### src/rtl/lpm_pkg.sv
package lpm_pkg;

    typedef enum logic {
        LPM_RUN   = 1'b0,
        LPM_SLEEP = 1'b1
    } lpm_state_e;

    // Reasons to leave the sleep state
    typedef struct packed {
        logic req_low;
        logic en_low;
        logic button;
        logic hot_reset;
        logic cpu_reset;
    } lpm_exit_t;

    function automatic logic lpm_any_exit(input lpm_exit_t e);
        return e.req_low | e.en_low | e.button | e.hot_reset | e.cpu_reset;
    endfunction

    // Only these causes can coincide with a rising qualified request
    function automatic logic lpm_blocks_entry(input lpm_exit_t e);
        return e.button | e.hot_reset | e.cpu_reset;
    endfunction

endpackage

### src/rtl/lpm_entry_det.sv
module lpm_entry_det (
    input  logic clk,
    input  logic rst,
    input  logic req,
    input  logic en,
    output logic qual,
    output logic rise
);
    logic qual_q;

    assign qual = req & en;

    always_ff @(posedge clk) begin
        if (rst) qual_q <= 1'b1;   // a level high out of reset is not an edge
        else     qual_q <= qual;
    end

    assign rise = qual & ~qual_q;
endmodule

### src/rtl/lpm_fsm.sv
module lpm_fsm
    import lpm_pkg::*;
(
    input  logic       clk,
    input  logic       rst,
    input  logic       rise,
    input  lpm_exit_t  exits,
    output lpm_state_e state
);
    lpm_state_e state_n;

    always_comb begin
        state_n = state;
        unique case (state)
            LPM_RUN: begin
                if (rise && !lpm_blocks_entry(exits)) state_n = LPM_SLEEP;
            end
            LPM_SLEEP: begin
                if (lpm_any_exit(exits)) state_n = LPM_RUN;
            end
            default: state_n = LPM_RUN;
        endcase
    end

    always_ff @(posedge clk) begin
        if (rst) state <= LPM_RUN;
        else     state <= state_n;
    end
endmodule

### src/rtl/lpm_vsel.sv
module lpm_vsel #(
    parameter int              CODE_W     = 6,
    parameter logic [CODE_W-1:0] RESET_CODE = '0
) (
    input  logic              clk,
    input  logic              rst,
    input  logic              asleep,
    input  logic              core_off,
    input  logic [CODE_W-1:0] norm_code,
    input  logic [CODE_W-1:0] sleep_code,
    output logic [CODE_W-1:0] code,
    output logic              use_sleep,
    output logic              rail_off
);
    logic [CODE_W-1:0] held_q;

    // Tracks the normal code while awake, freezes during sleep
    always_ff @(posedge clk) begin
        if (rst)          held_q <= RESET_CODE;
        else if (!asleep) held_q <= norm_code;
    end

    assign use_sleep = asleep & ~core_off;
    assign rail_off  = asleep &  core_off;
    assign code      = use_sleep ? sleep_code : held_q;
endmodule

### src/rtl/lpm_irq.sv
module lpm_irq (
    input  logic clk,
    input  logic rst,
    input  logic evt,
    input  logic clr,
    input  logic mask,
    output logic irq
);
    logic flag_q;

    always_ff @(posedge clk) begin
        if (rst)      flag_q <= 1'b0;
        else if (evt) flag_q <= 1'b1;
        else if (clr) flag_q <= 1'b0;
    end

    assign irq = flag_q & ~mask;
endmodule

### src/rtl/lpm_ctrl.sv
module lpm_ctrl
    import lpm_pkg::*;
#(
    parameter int                CODE_W     = 6,
    parameter logic [CODE_W-1:0] RESET_CODE = 6'h24
) (
    input  logic              clk,
    input  logic              rst,
    input  logic              lp_req,
    input  logic              lp_en,
    input  logic              core_off_cfg,
    input  logic              btn_evt,
    input  logic              hrst_evt,
    input  logic              cpu_rst,
    input  logic              irq_mask,
    input  logic              irq_clr,
    input  logic [CODE_W-1:0] vcore_norm,
    input  logic [CODE_W-1:0] vcore_sleep,
    output logic              lp_active,
    output logic              core_dis,
    output logic              sel_sleep,
    output logic [CODE_W-1:0] vcore_code,
    output logic              irq
);
    logic       qual;
    logic       rise;
    lpm_exit_t  exits;
    lpm_state_e state;

    lpm_entry_det u_edge (
        .clk  (clk),
        .rst  (rst),
        .req  (lp_req),
        .en   (lp_en),
        .qual (qual),
        .rise (rise)
    );

    always_comb begin
        exits.req_low   = ~lp_req;
        exits.en_low    = ~lp_en;
        exits.button    = btn_evt;
        exits.hot_reset = hrst_evt;
        exits.cpu_reset = cpu_rst;
    end

    lpm_fsm u_fsm (
        .clk   (clk),
        .rst   (rst),
        .rise  (rise),
        .exits (exits),
        .state (state)
    );

    assign lp_active = (state == LPM_SLEEP);

    lpm_vsel #(.CODE_W(CODE_W), .RESET_CODE(RESET_CODE)) u_vsel (
        .clk        (clk),
        .rst        (rst),
        .asleep     (lp_active),
        .core_off   (core_off_cfg),
        .norm_code  (vcore_norm),
        .sleep_code (vcore_sleep),
        .code       (vcore_code),
        .use_sleep  (sel_sleep),
        .rail_off   (core_dis)
    );

    lpm_irq u_irq (
        .clk  (clk),
        .rst  (rst),
        .evt  (btn_evt),
        .clr  (irq_clr),
        .mask (irq_mask),
        .irq  (irq)
    );

    logic unused_qual;
    assign unused_qual = qual;
endmodule

### config.mk
export PLATFORM = sky130hd
export DESIGN_NAME = lpm_ctrl
export DESIGN_NICKNAME = d
export VERILOG_FILES = /design/src/rtl/lpm_pkg.sv /design/src/rtl/lpm_entry_det.sv /design/src/rtl/lpm_fsm.sv /design/src/rtl/lpm_vsel.sv /design/src/rtl/lpm_irq.sv /design/src/rtl/lpm_ctrl.sv
export SDC_FILE = /design/constraint.sdc
export NUM_CORES = 1
export LEC_CHECK = 0
export ABC_AREA = 1
export BUFFER_PORTS_ARGS = -buffer_cell sky130_fd_sc_hd__buf_2
export CAP_MARGIN = 20
export CORE_AREA = 2 2 39 41
export CTS_BUF_LIST = sky130_fd_sc_hd__clkbuf_16
export DETAILED_ROUTE_END_ITERATION = 12
export DIE_AREA = 0 0 41 43
export PLACE_DENSITY = 0.71
export SKIP_LAST_GASP = 1
export SLEW_MARGIN = 20
export SYNTH_ARGS = -nofsm -noshare
export SYNTH_HDL_FRONTEND = slang
export SYNTH_SLANG_ARGS = --single-unit
export TNS_END_PERCENT = 5
### constraint.sdc
create_clock -name clk -period 0.91 [get_ports clk]
set_input_delay 0.182 -clock clk [delete_from_list [all_inputs] [get_ports clk]]
set_output_delay 0.182 -clock clk [all_outputs]
set_load 0.1 [all_outputs]
==> results of run 1 <==
## flip-flops by register name, indices dropped and copies added (netlist names)
name	flops
u_edge.qual_q	1
u_fsm.state	1
u_irq.flag_q	1
u_vsel.held_q	6
## per-layer routing
layer / GRT usage [%] / vias up / part of all wire (%)
met5: 0 / - / 0
met4: 10.0 / 0 / 2.4
met3: 1.57 / 2 / 8.7
met2: 28.4 / 28 / 51
met1: 14.5 / 228 / 37
li1: - / 282 / -
## layout make-up
class                      count  area share [%]
inverter                       8            2.94
multi-input combinational     50            34.6
clock buffer                   3            7.34
clock inverter                 1           0.367
sequential                     9            18.0
timing repair buffer          36            34.8
tap                           16            1.96
## synth_stat cells (all sizes together)
library cell   n  area, um2
nand2         30        113
nor2          13       56.3
dfxtp          9        180
inv            8       30.0
o21ai          4       20.0
nand3          2       10.0
a21oi          1       5.00
buf            1       11.3
## cells by family after synthesis
| group | Yosys count | synth area share, % |
|---|---|---|
| buf+inv | 9 | 9.71 |
| simple gates | 45 | 42.1 |
| compound gates | 5 | 5.88 |
| flops | 9 | 42.4 |
## report_power, final
group | leakage [nW] | internal (W) | total [W] | switching [W]
combinational | 0.429 | 0.000140 | 0.000354 | 0.000214
sequential | 0.0757 | 0.000415 | 0.000425 | 0.0000101
clock | 0.0423 | 0.000574 | 0.000760 | 0.000186
total | 0.547 | 0.00113 | 0.00154 | 0.000410
## per-stage QoR
step           TNS, ps  power [W]  hold WS (ps)  cell area, um2  util (%)
3_3_place_gp     -1640   0.000774           367             878      63.5
5_1_grt          -4640    0.00159           138            1020      73.9
2_1_floorplan    -8910   0.000640           251             542         -
4_1_cts          -4080    0.00155           130            1020      73.9
3_5_place_dp     -1860   0.000779           376             878      63.5
6_report         -3970    0.00154           131            1020      73.9
## timing repair
item	4_1_cts	5_1_grt
gates cloned	0	0
endpoints found under the setup margin	10	16
pin swaps	1	0
setup buffers	2	0
gates resized for setup	9	0
## worst reg2reg max path, delay by kind of cell, from the launching register on
| kind | cells | cell delay, ps |
|---|---|---|
| buffers and inverters | 2 | 290 |
| AO/OA/AOI/OAI | 1 | 170 |
| AND/OR/NAND/NOR | 1 | 50 |
| flip-flops | 1 | 340 |
## worst max-delay path by stage
stage | start | end | slack [ps] | cells after the start
after floorplan | u_fsm.state | vcore_code[0] | -1040 | 5
after global placement | u_fsm.state | vcore_code[1] | -240 | 5
after detailed placement | u_fsm.state | vcore_code[4] | -280 | 5
after CTS | u_fsm.state | vcore_code[5] | -440 | 6
after global routing | u_fsm.state | vcore_code[4] | -480 | 6
final | u_fsm.state | vcore_code[5] | -430 | 6
==> flow_summary.toml, run 1 <==
[synthesis]
ys_seq_area_share_pct = 42.4
avgSynthCellArea_um2 = 6.26
synth_cells = 68
ys_warn_count = 0
ys_types = 10
netlist_area_um2 = 425
ys_ff_latch = 9
synth_nets = 90

[min_path]
hold_depth = 2
min_to = "u_irq.flag_q"
hp-class = "primary input to flip-flop"
hp-start = "rst"

[clock_network]
cts_max_level = 1
path_clk_slew_ps = 40
hold_buffers = 0
insertion_delay_ps = 230
cts_buffer_depth = 2
tritoncts = "yes"
cts_sinks = 9
cts_root_buf = "clkbuf_16"
cts_inserted_buffers = 3

[critical_path]
cp_slowest_cell = "dfxtp_4"
criticalPathCategory = "flip-flop to output pin"
reg2reg_depth = 4
cp.required_ps = 730
r2r_end = "u_vsel.held_q[0]"
crit_path_end_kind = "output pin"
critPathMaxStageDelay_ps = 350
path_buf_inv = 3
crit_top_cell = "buf_12"
crit_fanout = 7
critPathLaunchType = "flip-flop"
worst_ep_arrival_time_ps = 1160
r2r-start = "u_fsm.state"
rrSetupSlack_ps = -60
path_delay_family = "buffers and inverters"
crit_chain = "inv_2 -> nor2_4 -> buf_12 -> nand2_4 -> nand2_8 -> buf_12"

[sta]
fin_crit_sh_pct = 147
finalSetupViolations = 14
max_freq_mhz = 746
max_slew_margin_pct = 86.4
min_period_ps = 1340
rsz0062_at_grt = "yes"
skew_ps = 4.00
worst_pin_slew_ps = 203
drv_slew = 0
fin_ws_ps = -431
hold_viol = 0

[grt]
grt_max_degree = 8
grt_pass1_wl_um = 1850
grt.overflow.total = 0
gr-usage-all-layers_pct = 15.5
antenna_found_initial = 0
grt_pass1_vias = 511

[route]
drc = 0
vias = 540
wl_per_cell_um = 9.38
drtAntennaViolNets = 0
drt-total-wl_um = 1150
vias_per_cell = 4.39
drt_first_iter_violations = 2
first_pass_iters = 3

[floorplan]
core_area_um2 = 1380
ios = 32
die_h_um = 43
rows = 14
start_util_pct = 30.7
die_x_um = 41
die-area_um2 = 1760

[finish]
areaGrowthSynthToFinish_pct = 140
final-seq-area_um2 = 184
mostFrequentLayoutCell = "buf_2"
multiInputGateArea_um2 = 354
fill_cells = 102
antenna_cells = 0
fin_nets = 130
drive_above_1_share_pct = 53.3
layout_common_cells = "buf_2 (21), nand2_1 (15), nor2_1 (12)"
final_cells = 123

[power]
p_per_area_nw_per_um2 = 1510
vdd_drop_max_uv = 2040
leakage_nw = 0.547

[placed_design]
io_buffers = 31
pre_cts_slack_ps = -276
dp.cells = 117
dp_hpwl_um = 932
gp_congestion = 0.662

[status]
outcome = "finished with violations"
violations = "negative setup slack"

[job]
drv_cap = 0
Power figures use the tool's default switching activity.
==> inputs of run 2 (changes only) <==
--- a/config.mk
+++ b/config.mk
@@ -8,11 +8,13 @@
 export ABC_AREA = 1
 export BUFFER_PORTS_ARGS = -buffer_cell sky130_fd_sc_hd__buf_2
 export CAP_MARGIN = 20
-export CORE_AREA = 2 2 39 41
-export CTS_BUF_LIST = sky130_fd_sc_hd__clkbuf_16
+export CELL_PAD_IN_SITES_DETAIL_PLACEMENT = 0
+export CELL_PAD_IN_SITES_GLOBAL_PLACEMENT = 1
+export CORE_MARGIN = 2
+export CORE_UTILIZATION = 22
+export CTS_BUF_LIST = sky130_fd_sc_hd__clkbuf_4 sky130_fd_sc_hd__clkbuf_8
 export DETAILED_ROUTE_END_ITERATION = 12
-export DIE_AREA = 0 0 41 43
-export PLACE_DENSITY = 0.71
+export PLACE_DENSITY = 0.76
 export SKIP_LAST_GASP = 1
 export SLEW_MARGIN = 20
 export SYNTH_ARGS = -nofsm -noshare
==> flow_summary.toml, run 2 (synthesis gave the netlist of run 1 again) <==
[clock_network]
cts_buffer_depth = 2
cts_root_buf = "clkbuf_4"
cts_max_level = 1
cts_sinks = 9
cts_inserted_buffers = 3
tritoncts = "yes"
path_clk_slew_ps = 60
insertion_delay_ps = 250

[floorplan]
die-area_um2 = 2300
start_util_pct = 24.1
ios = 32
core_area_um2 = 1760
die_x_um = 48.0
rows = 15
die_h_um = 48.0

[finish]
finalInstanceArea_um2 = 987
drive_above_1_share_pct = 55.1
antenna_cells = 0
layout_common_cells = "buf_2 (21), nand2_1 (14), nor2_1 (12)"
mostFrequentLayoutCell = "buf_2"
regMostFlops = "u_vsel.held_q"
largest_reg_flops = 6
areaGrowthSynthToFinish_pct = 132
fin_nets = 130

[min_path]
min_to = "u_irq.flag_q"
hp-class = "primary input to flip-flop"
hold_depth = 2
hp-start = "rst"

[critical_path]
crit_chain = "inv_2 -> nor2_4 -> buf_12 -> nand2_4 -> nand2_8 -> buf_12"
worst_ep_arrival_time_ps = 1200
crit_top_cell = "buf_12"
critPathMaxStageDelay_ps = 360
rrSetupSlack_ps = 90
critPathLaunchType = "flip-flop"
cp_slowest_cell = "dfxtp_4"
criticalPathCategory = "flip-flop to output pin"
r2r_end = "u_vsel.held_q[4]"
crit_fanout = 7
r2r-start = "u_fsm.state"
crit_path_end_kind = "output pin"
cp.required_ps = 730
reg2reg_depth = 3

[grt]
antenna_found_initial = 0
met1_usage_pct = 11.4
grt_pass1_vias = 397
gr-usage-all-layers_pct = 9.83
grt_use_met2_pct = 14.9
top_usage_layer = "met2"
grtUsageMet3_pct = 3.77
grt.overflow.total = 0
grt_max_degree = 8
grt_pass1_wl_um = 1550

[sta]
rsz0062_at_grt = "yes"
max_freq_mhz = 724
fin_ws_ps = -471
skew_ps = 4.52
hold_viol = 0
worst_pin_slew_ps = 193
drv_slew = 0
min_period_ps = 1380
finalSetupViolations = 10
max_slew_margin_pct = 87.1
fin_crit_sh_pct = 152
whs_ps = 106

[placed_design]
placed_area_um2 = 890
gp_congestion = 0.658
pre_cts_slack_ps = -275
io_buffers = 31
dp_hpwl_um = 909

[route]
vias = 514
vias_per_cell = 3.89
drtAntennaViolNets = 0
drc = 0
wl_per_cell_um = 7.96
drt-total-wl_um = 1050
first_pass_iters = 3
drt_first_iter_violations = 5

[power]
leakage_nw = 0.523
vdd_drop_max_uv = 715
p_per_area_nw_per_um2 = 1120

[status]
violations = "negative setup slack"
outcome = "finished with violations"

[job]
drv_cap = 0
## run 2: cell types whose count changed in the layout (fill, tap and decap cells not counted)
cell / previous run / this run
clkbuf_16: 3 / 0
clkbuf_4: 0 / 4
inv_1: 8 / 7
nand2_1: 15 / 14
nand2_2: 3 / 4
## run 2: worst max path at each step
stage,cells past startpoint,start,to,slack (ps)
finish,6,u_fsm.state,vcore_code[0],-470
detailed placement,5,u_fsm.state,vcore_code[2],-270
global route,6,u_fsm.state,vcore_code[4],-510
global placement,5,u_fsm.state,vcore_code[5],-240
CTS,6,u_fsm.state,vcore_code[0],-480
floorplan,5,u_fsm.state,vcore_code[0],-1040
## run 2: area by class of cell
class                           instances  area [um2]
Fill cell                             169         777
Multi-Input combinational cell         50         357
Timing Repair Buffer                   36         355
Sequential cell                         9         184
Tap cell                               25        31.3
Clock buffer                            4        30.0
Inverter                                8        30.0
## run 2: report_power, final
group          internal (W)  switching (W)  total (W)  leakage, nW
Sequential         0.000412      0.0000108   0.000423       0.0757
Clock              0.000198       0.000132   0.000330       0.0184
Combinational      0.000141       0.000213   0.000354        0.429
Total              0.000752       0.000356    0.00111        0.523
## run 2: routing by layer
| layer | share of wire (%) | vias up | wire length (um) |
|---|---|---|---|
| li1 | - | 282 | - |
| met1 | 41 | 206 | 426 |
| met2 | 48 | 26 | 502 |
| met3 | 12 | 0 | 122 |
| met4 | 0 | 0 | 0 |
| met5 | 0 | - | 0 |
## run 2: timing repair
action	4_1_cts	5_1_grt
pin swaps	1	0
buffers inserted	1	1
resized for setup	10	0
setup endpoints to repair	10	11
hold buffers	0	0
hold endpoints to repair	0	0
## run 2: stage by stage
stage	utilization [%]	cells	power (W)	setup TNS, ps
2_1_floorplan	-	68	0.000640	-8910
3_3_place_gp	50.4	126	0.000775	-1650
3_5_place_dp	50.4	126	0.000779	-1840
4_1_cts	55.5	131	0.00113	-4070
5_1_grt	56.0	132	0.00116	-4490
6_report	56.0	132	0.00111	-4030
## run 2: critical path, delay by kind of cell, from the launching register on
family                 cells  cell delay, ps
buffers and inverters      3             360
flip-flops                 1             360
AND/OR/NAND/NOR            3             230
==> inputs of run 3 (changes only) <==
--- a/config.mk
+++ b/config.mk
@@ -15,7 +15,6 @@
 export CTS_BUF_LIST = sky130_fd_sc_hd__clkbuf_4 sky130_fd_sc_hd__clkbuf_8
 export DETAILED_ROUTE_END_ITERATION = 12
 export PLACE_DENSITY = 0.76
-export SKIP_LAST_GASP = 1
 export SLEW_MARGIN = 20
 export SYNTH_ARGS = -nofsm -noshare
 export SYNTH_HDL_FRONTEND = slang
==> flow_summary.toml, run 3 (synthesis gave the netlist of run 1 again) <==
[floorplan]
core_area_um2 = 1760
die_x_um = 48.0
ios = 32
start_util_pct = 24.1
rows = 15
die_h_um = 48.0
die-area_um2 = 2300

[sta]
max_freq_mhz = 724
drv_slew = 0
hold_viol = 0
fin_crit_sh_pct = 152
worst_pin_slew_ps = 196
fin_ws_ps = -471
skew_ps = 4.63
max_slew_margin_pct = 87.0
rsz0062_at_grt = "yes"
finalSetupViolations = 10
min_period_ps = 1380
whs_ps = 106

[power]
p_per_area_nw_per_um2 = 1120
vdd_drop_max_uv = 715
leakage_nw = 0.520

[status]
violations = "negative setup slack"
outcome = "finished with violations"

[clock_network]
cts_max_level = 1
tritoncts = "yes"
cts_sinks = 9
insertion_delay_ps = 250
cts_inserted_buffers = 3
path_clk_slew_ps = 60
cts_buffer_depth = 2
cts_root_buf = "clkbuf_4"

[placed_design]
io_buffers = 31
dp.cells = 126
dp_hpwl_um = 909
gp_congestion = 0.658

[finish]
final_cells = 132
drive_above_1_share_pct = 57.0
fin_nets = 130
antenna_cells = 0
areaGrowthSynthToFinish_pct = 133
regMostFlops = "u_vsel.held_q"
mostFrequentLayoutCell = "buf_2"
layout_common_cells = "buf_2 (21), nand2_1 (14), nor2_1 (11), buf_12 (11), dfxtp_1 (8)"
largest_reg_flops = 6

[route]
wl_per_cell_um = 8.05
vias = 520
first_pass_iters = 3
drt_first_iter_violations = 5
drc = 0
vias_per_cell = 3.94
drt-total-wl_um = 1060
drtAntennaViolNets = 0

[critical_path]
cp.required_ps = 730
worst_ep_arrival_time_ps = 1200
crit_path_end_kind = "output pin"
critPathLaunchType = "flip-flop"
crit_fanout = 7
reg2reg_depth = 3
criticalPathCategory = "flip-flop to output pin"

[min_path]
hp-class = "primary input to flip-flop"
hold_depth = 2

[grt]
gr-usage-all-layers_pct = 9.83
grt_max_degree = 8
grt_pass1_wl_um = 1550
grt.overflow.total = 0
antenna_found_initial = 0
grt_pass1_vias = 397

[job]
drv_cap = 0
[run 3: cell count changes in the layout (fill, tap and decap cells not counted)]
cell     before  now
o21ai_0       4    3
nor2_1       12   11
inv_2         1    2
inv_1         7    6
o21ai_1       0    1
nor2_2        0    1
[run 3: what timing repair did]
action	4_1_cts	5_1_grt
hold buffers	0	0
gates resized for setup	12	1
pin swaps	1	0
setup buffers	1	1
setup endpoints to repair	10	11
[run 3: layer usage]
metal  wire [um]  GRT usage, %
met4           0          6.49
met5           0             0
met2         516          14.9
met3         122          3.77
met1         423          11.4
[run 3: critical path, stage by stage (launching register included)]
cell and delay [ps]:
dfxtp_4 360, inv_2 50, nor2_4 100, buf_12 150
nand2_4 70, nand2_8 60, buf_12 160
[run 3: path summary, 6_finish.rpt]
| check | start | to | slack (ps) |
|---|---|---|---|
| worst max-delay path | u_fsm.state | vcore_code[0] | -470 |
| worst min-delay path | rst | u_irq.flag_q | 110 |
| worst max register to register | u_fsm.state | u_vsel.held_q[3] | 90 |
| worst min register to register | u_irq.flag_q | u_irq.flag_q | 460 |
[run 3: metrics by stage]
stage	power, W	TNS, ps	util (%)	worst slack [ps]	cell area (um2)
after CTS	0.00113	-4000	55.7	-484	982
after detailed placement	0.000779	-1840	50.4	-275	890
after global placement	0.000775	-1650	50.4	-244	890
final	0.00111	-3970	56.1	-471	990
after floorplan	0.000640	-8910	-	-1040	542
after global routing	0.00117	-4410	56.1	-515	990
[run 3: cell type report]
type,count,area (um2)
fill,170,774
multi-input combinational,50,359
timing repair buffer,36,355
sequential,9,184
tap,25,31.3
clock buffer,4,30.0
inverter,8,30.0
[run 3: where the power goes]
group	switching, W	internal [W]	total, W
Clock	0.000132	0.000198	0.000331
Combinational	0.000214	0.000142	0.000356
Sequential	0.0000108	0.000412	0.000423
